===== config.mk =====
export PLATFORM = sky130hd
export DESIGN_NAME = wdma_engine
export DESIGN_NICKNAME = d
export VERILOG_FILES = /design/src/rtl/wdma_pkg.sv /design/src/rtl/wdma_regfile.sv /design/src/rtl/wdma_trigger.sv /design/src/rtl/wdma_sequencer.sv /design/src/rtl/wdma_engine.sv
export SDC_FILE = /design/constraint.sdc
export NUM_CORES = 1
export LEC_CHECK = 0
export ABC_AREA = 0
export BUFFER_PORTS_ARGS = -buffer_cell sky130_fd_sc_hd__buf_2
export CAP_MARGIN = 20
export CORE_ASPECT_RATIO = 1.5
export CORE_MARGIN = 4
export CORE_UTILIZATION = 50
export CTS_BUF_LIST = sky130_fd_sc_hd__clkbuf_2 sky130_fd_sc_hd__clkbuf_4 sky130_fd_sc_hd__clkbuf_8
export CTS_CLUSTER_SIZE = 20
export DETAILED_ROUTE_END_ITERATION = 10
export PLACE_DENSITY = 0.8
export SLEW_MARGIN = 25
export SYNTH_ARGS = -nofsm -noshare
export SYNTH_HDL_FRONTEND = slang
export SYNTH_SLANG_ARGS = --single-unit

===== constraint.sdc =====
create_clock -name clk -period 4.1 [get_ports clk]
set_clock_uncertainty 0.2 [all_clocks]
set_input_delay 0.615 -clock clk [delete_from_list [all_inputs] [get_ports clk]]
set_output_delay 0.615 -clock clk [all_outputs]
set_load 0.02 [all_outputs]

===== src/rtl/wdma_pkg.sv =====
`timescale 1ns/1ps
// Package: shared constants and types for the word copy engine.
// Assumes a fixed file of eight registers; index values are behaviour
// that software depends on, so they live here once.
package wdma_pkg;

    localparam int unsigned NUM_REGS  = 8;
    localparam int unsigned REG_IDX_W = $clog2(NUM_REGS);

    localparam int unsigned IDX_MODE   = 0;
    localparam int unsigned IDX_SRC_LO = 1;
    localparam int unsigned IDX_DST_LO = 2;
    localparam int unsigned IDX_CNT_LO = 3;
    localparam int unsigned IDX_SRC_HI = 4;
    localparam int unsigned IDX_DST_HI = 5;
    localparam int unsigned IDX_CNT_HI = 6;

    typedef enum logic [1:0] {
        SEQ_IDLE  = 2'd0,
        SEQ_READ  = 2'd1,
        SEQ_WRITE = 2'd2
    } seq_state_t;

endpackage


===== src/rtl/wdma_regfile.sv =====
`timescale 1ns/1ps
// Module: wdma_regfile
// Holds the eight programming registers and joins the split halves
// into full-width source, destination and count values.
// Assumes the caller has already dropped writes that must be ignored.
module wdma_regfile
    import wdma_pkg::*;
#(
    parameter int unsigned REG_W = 16
) (
    input  logic                  clk,
    input  logic                  rst_n,
    input  logic                  wr_en,
    input  logic [REG_IDX_W-1:0]  wr_idx,
    input  logic [REG_W-1:0]      wr_data,
    input  logic [REG_IDX_W-1:0]  rd_idx,
    output logic [REG_W-1:0]      rd_data,
    output logic [2*REG_W-1:0]    src_full,
    output logic [2*REG_W-1:0]    dst_full,
    output logic [2*REG_W-1:0]    cnt_full
);

    logic [REG_W-1:0] regs_q [NUM_REGS];

    // Store a write into the addressed register; clear all on reset.
    always_ff @(posedge clk) begin
        if (!rst_n) begin
            for (int i = 0; i < NUM_REGS; i++) begin
                regs_q[i] <= '0;
            end
        end else if (wr_en) begin
            for (int i = 0; i < NUM_REGS; i++) begin
                if (wr_idx == REG_IDX_W'(i)) begin
                    regs_q[i] <= wr_data;
                end
            end
        end
    end

    // Readback mux.
    always_comb begin
        rd_data = regs_q[rd_idx];
    end

    // Join high and low halves.
    always_comb begin
        src_full = {regs_q[IDX_SRC_HI], regs_q[IDX_SRC_LO]};
        dst_full = {regs_q[IDX_DST_HI], regs_q[IDX_DST_LO]};
        cnt_full = {regs_q[IDX_CNT_HI], regs_q[IDX_CNT_LO]};
    end

endmodule


===== src/rtl/wdma_trigger.sv =====
`timescale 1ns/1ps
// Module: wdma_trigger
// Decodes writes to the mode register. The copy code with a non-zero
// count yields a one-cycle start; the inert code does nothing; any
// other code sets a sticky error flag.
// Assumes wr_en is already qualified with "not busy".
module wdma_trigger
    import wdma_pkg::*;
#(
    parameter int unsigned      REG_W     = 16,
    parameter logic [REG_W-1:0] COPY_CODE = 16'h4009,
    parameter logic [REG_W-1:0] NOP_CODE  = 16'h0200
) (
    input  logic                 clk,
    input  logic                 rst_n,
    input  logic                 wr_en,
    input  logic [REG_IDX_W-1:0] wr_idx,
    input  logic [REG_W-1:0]     wr_data,
    input  logic                 cnt_zero,
    output logic                 start,
    output logic                 mode_err
);

    logic mode_hit;
    logic is_copy;
    logic is_known;
    logic err_q;

    // Classify the write.
    always_comb begin
        mode_hit = wr_en && (wr_idx == REG_IDX_W'(IDX_MODE));
        is_copy  = (wr_data == COPY_CODE);
        is_known = is_copy || (wr_data == NOP_CODE);
        start    = mode_hit && is_copy && !cnt_zero;
    end

    // Sticky error flag, cleared only by reset.
    always_ff @(posedge clk) begin
        if (!rst_n) begin
            err_q <= 1'b0;
        end else if (mode_hit && !is_known) begin
            err_q <= 1'b1;
        end
    end

    assign mode_err = err_q;

endmodule


===== src/rtl/wdma_sequencer.sv =====
`timescale 1ns/1ps
// Module: wdma_sequencer
// Runs one copy: read a word at the running source, then write it at
// the running destination, each step waiting for mem_ready; repeats
// until the count is exhausted.
// Assumes start only arrives while idle and with a non-zero count.
module wdma_sequencer
    import wdma_pkg::*;
#(
    parameter int unsigned AW = 32,
    parameter int unsigned DW = 16,
    parameter int unsigned CW = 32
) (
    input  logic          clk,
    input  logic          rst_n,
    input  logic          start,
    input  logic [AW-1:0] src_i,
    input  logic [AW-1:0] dst_i,
    input  logic [CW-1:0] cnt_i,
    output logic          mem_req,
    output logic          mem_we,
    output logic [AW-1:0] mem_addr,
    output logic [DW-1:0] mem_wdata,
    input  logic [DW-1:0] mem_rdata,
    input  logic          mem_ready,
    output logic          busy
);

    seq_state_t    state_q;
    logic [AW-1:0] src_q;
    logic [AW-1:0] dst_q;
    logic [CW-1:0] left_q;
    logic [DW-1:0] hold_q;
    logic          last_word;

    assign last_word = (left_q == CW'(1));

    // State, running addresses, remaining count and the word in flight.
    always_ff @(posedge clk) begin
        if (!rst_n) begin
            state_q <= SEQ_IDLE;
            src_q   <= '0;
            dst_q   <= '0;
            left_q  <= '0;
            hold_q  <= '0;
        end else begin
            case (state_q)
                SEQ_IDLE: begin
                    if (start) begin
                        src_q   <= src_i;
                        dst_q   <= dst_i;
                        left_q  <= cnt_i;
                        state_q <= SEQ_READ;
                    end
                end
                SEQ_READ: begin
                    if (mem_ready) begin
                        hold_q  <= mem_rdata;
                        state_q <= SEQ_WRITE;
                    end
                end
                SEQ_WRITE: begin
                    if (mem_ready) begin
                        src_q   <= src_q + AW'(1);
                        dst_q   <= dst_q + AW'(1);
                        left_q  <= left_q - CW'(1);
                        state_q <= last_word ? SEQ_IDLE : SEQ_READ;
                    end
                end
                default: state_q <= SEQ_IDLE;
            endcase
        end
    end

    // Drive the memory master port from the current step.
    always_comb begin
        mem_req   = (state_q != SEQ_IDLE);
        mem_we    = (state_q == SEQ_WRITE);
        mem_addr  = (state_q == SEQ_WRITE) ? dst_q : src_q;
        mem_wdata = hold_q;
        busy      = (state_q != SEQ_IDLE);
    end

endmodule


===== src/rtl/wdma_engine.sv =====
`timescale 1ns/1ps
// Module: wdma_engine (top)
// Register-programmed single-channel word copy engine. Writes are
// dropped while a copy runs; a mode write of the copy code launches it.
// Assumes a memory slave that returns read data in the accepting cycle.
module wdma_engine
    import wdma_pkg::*;
#(
    parameter int unsigned      REG_W     = 16,
    parameter logic [REG_W-1:0] COPY_CODE = 16'h4009,
    parameter logic [REG_W-1:0] NOP_CODE  = 16'h0200
) (
    input  logic                  clk,
    input  logic                  rst_n,
    input  logic                  reg_wr,
    input  logic [REG_IDX_W-1:0]  reg_addr,
    input  logic [REG_W-1:0]      reg_wdata,
    output logic [REG_W-1:0]      reg_rdata,
    output logic                  mem_req,
    output logic                  mem_we,
    output logic [2*REG_W-1:0]    mem_addr,
    output logic [REG_W-1:0]      mem_wdata,
    input  logic [REG_W-1:0]      mem_rdata,
    input  logic                  mem_ready,
    output logic                  busy,
    output logic                  mode_err
);

    localparam int unsigned FULL_W = 2 * REG_W;

    logic              accept_wr;
    logic              start_copy;
    logic [FULL_W-1:0] src_val;
    logic [FULL_W-1:0] dst_val;
    logic [FULL_W-1:0] len_val;

    // Drop register writes while a copy is running.
    assign accept_wr = reg_wr && !busy;

    wdma_regfile #(
        .REG_W (REG_W)
    ) u_regs (
        .clk      (clk),
        .rst_n    (rst_n),
        .wr_en    (accept_wr),
        .wr_idx   (reg_addr),
        .wr_data  (reg_wdata),
        .rd_idx   (reg_addr),
        .rd_data  (reg_rdata),
        .src_full (src_val),
        .dst_full (dst_val),
        .cnt_full (len_val)
    );

    wdma_trigger #(
        .REG_W     (REG_W),
        .COPY_CODE (COPY_CODE),
        .NOP_CODE  (NOP_CODE)
    ) u_trig (
        .clk      (clk),
        .rst_n    (rst_n),
        .wr_en    (accept_wr),
        .wr_idx   (reg_addr),
        .wr_data  (reg_wdata),
        .cnt_zero (len_val == '0),
        .start    (start_copy),
        .mode_err (mode_err)
    );

    wdma_sequencer #(
        .AW (FULL_W),
        .DW (REG_W),
        .CW (FULL_W)
    ) u_seq (
        .clk       (clk),
        .rst_n     (rst_n),
        .start     (start_copy),
        .src_i     (src_val),
        .dst_i     (dst_val),
        .cnt_i     (len_val),
        .mem_req   (mem_req),
        .mem_we    (mem_we),
        .mem_addr  (mem_addr),
        .mem_wdata (mem_wdata),
        .mem_rdata (mem_rdata),
        .mem_ready (mem_ready),
        .busy      (busy)
    );

endmodule


==> flow_summary.yaml <==
run_status:
  status: "finished, final reports clean"
global_routing:
  grt_use_total_pct: 28.5
  grt_pass1_wl_um: 63900
  grt_pass1_vias: 11238
  gr-total-overflow: 0
  antenna_found_initial: 0
  grt_start_max_net_pins: 245
setup_path:
  cp_slowest_cell: "dfxtp_1"
  criticalPathCategory: "flop to output pin"
  path_cells: "nand2b_4 > inv_2 > buf_4 > nand2_1 > nand2_1 > buf_2"
  worstPathArrival_ns: 2.62
  regToRegSetupSlack_ns: 1.07
  end_kind: "output pin"
  worstReg2RegEnd: "u_seq.src_q[29]"
  crit-reg2reg-launch: "u_seq.src_q[0]"
  cp_common_cell: "nand2_1"
  cp.required_ns: 3.28
  reg2reg_depth: 6
  start_kind: "flop"
  critPathLaunch: "u_seq.state_q[1]"
  worst_path_largest_cell_delay_ns: 0.60
  cp_max_fo: 40
pwr:
  p_seq_share_pct: 51.0
  vdd_ir_drop_max_uv: 309
  pwr-share-comb_pct: 6.5
  leakagePower_nw: 5.46
  powerDensity_mw_per_mm2: 369
  swShare_pct: 23.9
  clkPwrFrac_pct: 42.5
  p_int_mw: 4.04
  total_power_mw: 5.31
  p_switching_mw: 1.27
clock_network:
  post_cts.repair.setup_buffers: 0
  clockRootBuffer: "clkbuf_8"
  htreeDepth: 2
  cts_tree: "done"
  clk_path_buf_depth: 3
  numCtsBuffers: 39
  cts_sinks: 243
  cts_resized: 0
  ctsHoldBuffers: 0
  clk_pin_slew_worst_paths_ns: 0.06
  insertion_delay_ns: 0.57
sta:
  fin_ws_ns: 0.667
  hold_viol: 0
  worst_slew_pin_slew_ns: 0.983
  finalCritPeriodShare_pct: 83.7
  maxSlewHeadroom_pct: 34.5
  finalSetupViolations: 0
  setup-tns-final_ns: 0
  period_minus_slack_ns: 3.43
  rsz0062_at_grt: "no"
  max_freq_mhz: 291
  drv_slew: 0
cells_and_area:
  n_antenna_cell: 0
  area_delta_synth_final_pct: 12.9
  layout-drive-gt1-share_pct: 17.0
  final_util_pct: 57.2
  nets: 1554
floorplan:
  rows: 71
  start_util_pct: 50.7
  ios: 107
  core_area_sq_mm: 0.0251
  die_y_um: 203
  die-width_um: 138
  die_area_sq_mm: 0.0281
synthesis:
  yosysTopAreaCell: "edfxtp_1"
  syn-num-nets: 1488
  synth_cells: 1445
  synth_area_leaders: "edfxtp_1 (30%), dfxtp_1 (18%), nand2_1 (9.0%)"
  ys_types: 63
  synth_seq_area_share_pct: 48.2
  yosysTopAreaCellShare_pct: 30.2
  synth_seq_cells: 243
  synth_ff_type: "edfxtp_1"
  syn_area_per_cell_sq_um: 8.82
  synth_edf_count: 128
  syn_area_sq_mm: 0.0127
  synth_warnings: 0
  async_reset_ff_share_pct: 0
drt:
  antenna_left: 0
  firstDrtPassIters: 6
  routedWlPerCell_um: 22.1
  vias: 11884
  drt-total-wl_um: 41100
  post-route-drc-count: 0
  via_per_inst: 6.38
  drtIter0Drc: 1857
run:
  cap_viol_max_count: 0
hold_path:
  holdCritStartpoint: "mem_rdata[13]"
  min_to: "u_seq.mem_wdata[13]"
  min_delay_path_depth: 3
  hold_path_class: "input pin to flop"
place:
  routabilityCongestion: 1.01
  port_buffers: 106
  pre_cts_ws_ns: 0.686
  post-dp-hpwl_um: 28900
## layout by cell type, fill, tap and decap left out, types with 36 or more instances in the layout
cell	synthesis	layout
a21oi_1	137	136
buf_2	3	105
clkbuf_8	0	40
dfxtp_1	115	115
edfxtp_1	128	128
nand2_1	305	305
nand3_1	45	45
nor2_1	174	174
nor3_1	36	36
o21ai_0	80	78
## flip-flops by register name (all words and copies together) (netlist names)
signal / count
u_seq.mem_wdata: 16
u_regs.regs_q: 128
u_seq.state_q: 2
u_seq.dst_q: 32
u_trig.mode_err: 1
u_seq.src_q: 32
u_seq.left_q: 32
## worst max-delay path: cells and delay by family (launching register included)
kind | cells | cell delay [ns]
simple gates | 3 | 0.31
flops | 1 | 0.60
buf+inv | 3 | 1.14
## worst max path at each step
| stage | end | slack [ns] | cells after the start |
|---|---|---|---|
| 6_report | mem_addr[7] | 0.67 | 6 |
| 5_1_grt | mem_addr[7] | 0.55 | 6 |
| 4_1_cts | mem_addr[7] | 0.70 | 6 |
| 3_5_place_dp | u_seq.dst_q[0] | 0.69 | 8 |
| 3_3_place_gp | u_seq.dst_q[11] | 0.57 | 8 |
| 2_1_floorplan | u_regs.regs_q[7][0] | 0.76 | 4 |
## cells by family after synthesis
| group | after synthesis | share of synthesized area, % |
|---|---|---|
| fa+ha+maj | 4 | 0.393 |
| buf+inv | 132 | 4.04 |
| compound gates | 338 | 16.2 |
| mux | 49 | 7.15 |
| simple gates | 679 | 24.0 |
| flops | 243 | 48.2 |
## power groups by stage
stage               clock network, mW  logic [mW]  registers (mW)
floorplan                           0       0.224            2.70
global placement                    0       0.335            2.75
detailed placement                  0       0.341            2.75
CTS                              2.28       0.343            2.70
global route                     2.38       0.368            2.71
finish                           2.25       0.346            2.71
## per-layer routing
metal / track usage [%] / share of wire (%) / up-vias
met3: 4.86 / 9.6 / 147
met2: 45.1 / 46 / 729
li1: - / - / 5389
met4: 17.9 / 7.3 / 0
met1: 36.6 / 37 / 5619
met5: 0 / 0 / -
## synth_stat cells (20+ instances only)
cell        n
clkbuf_1   85
inv_1      20
mux4_2     32
nand2_1   305
nor2_1    174
nor3_1     36
o21ai_0    80
nor4_1     24
nand3_1    45
a21oi_1   137
dfxtp_1   115
edfxtp_1  128
nand4_1    22
## final cells by class
type                       instances  area, sq um
sequential                       243         6150
clock inverter                    13          168
multi-input combinational       1070         6100
tap                              328          410
timing repair buffer             135          826
fill                            2182        10800
clock buffer                      53          648
inverter                          22         82.6
## through the flow
stage / hold WS (ns) / area (sq um) / cells
floorplan: 0.248 / 12700 / 1445
global placement: 0.238 / 13600 / 1798
detailed placement: 0.247 / 13600 / 1798
CTS: 0.0697 / 14400 / 1864
global route: 0.0913 / 14400 / 1864
finish: 0.104 / 14400 / 1864
Note: power is estimated with default switching activity, not from simulation.
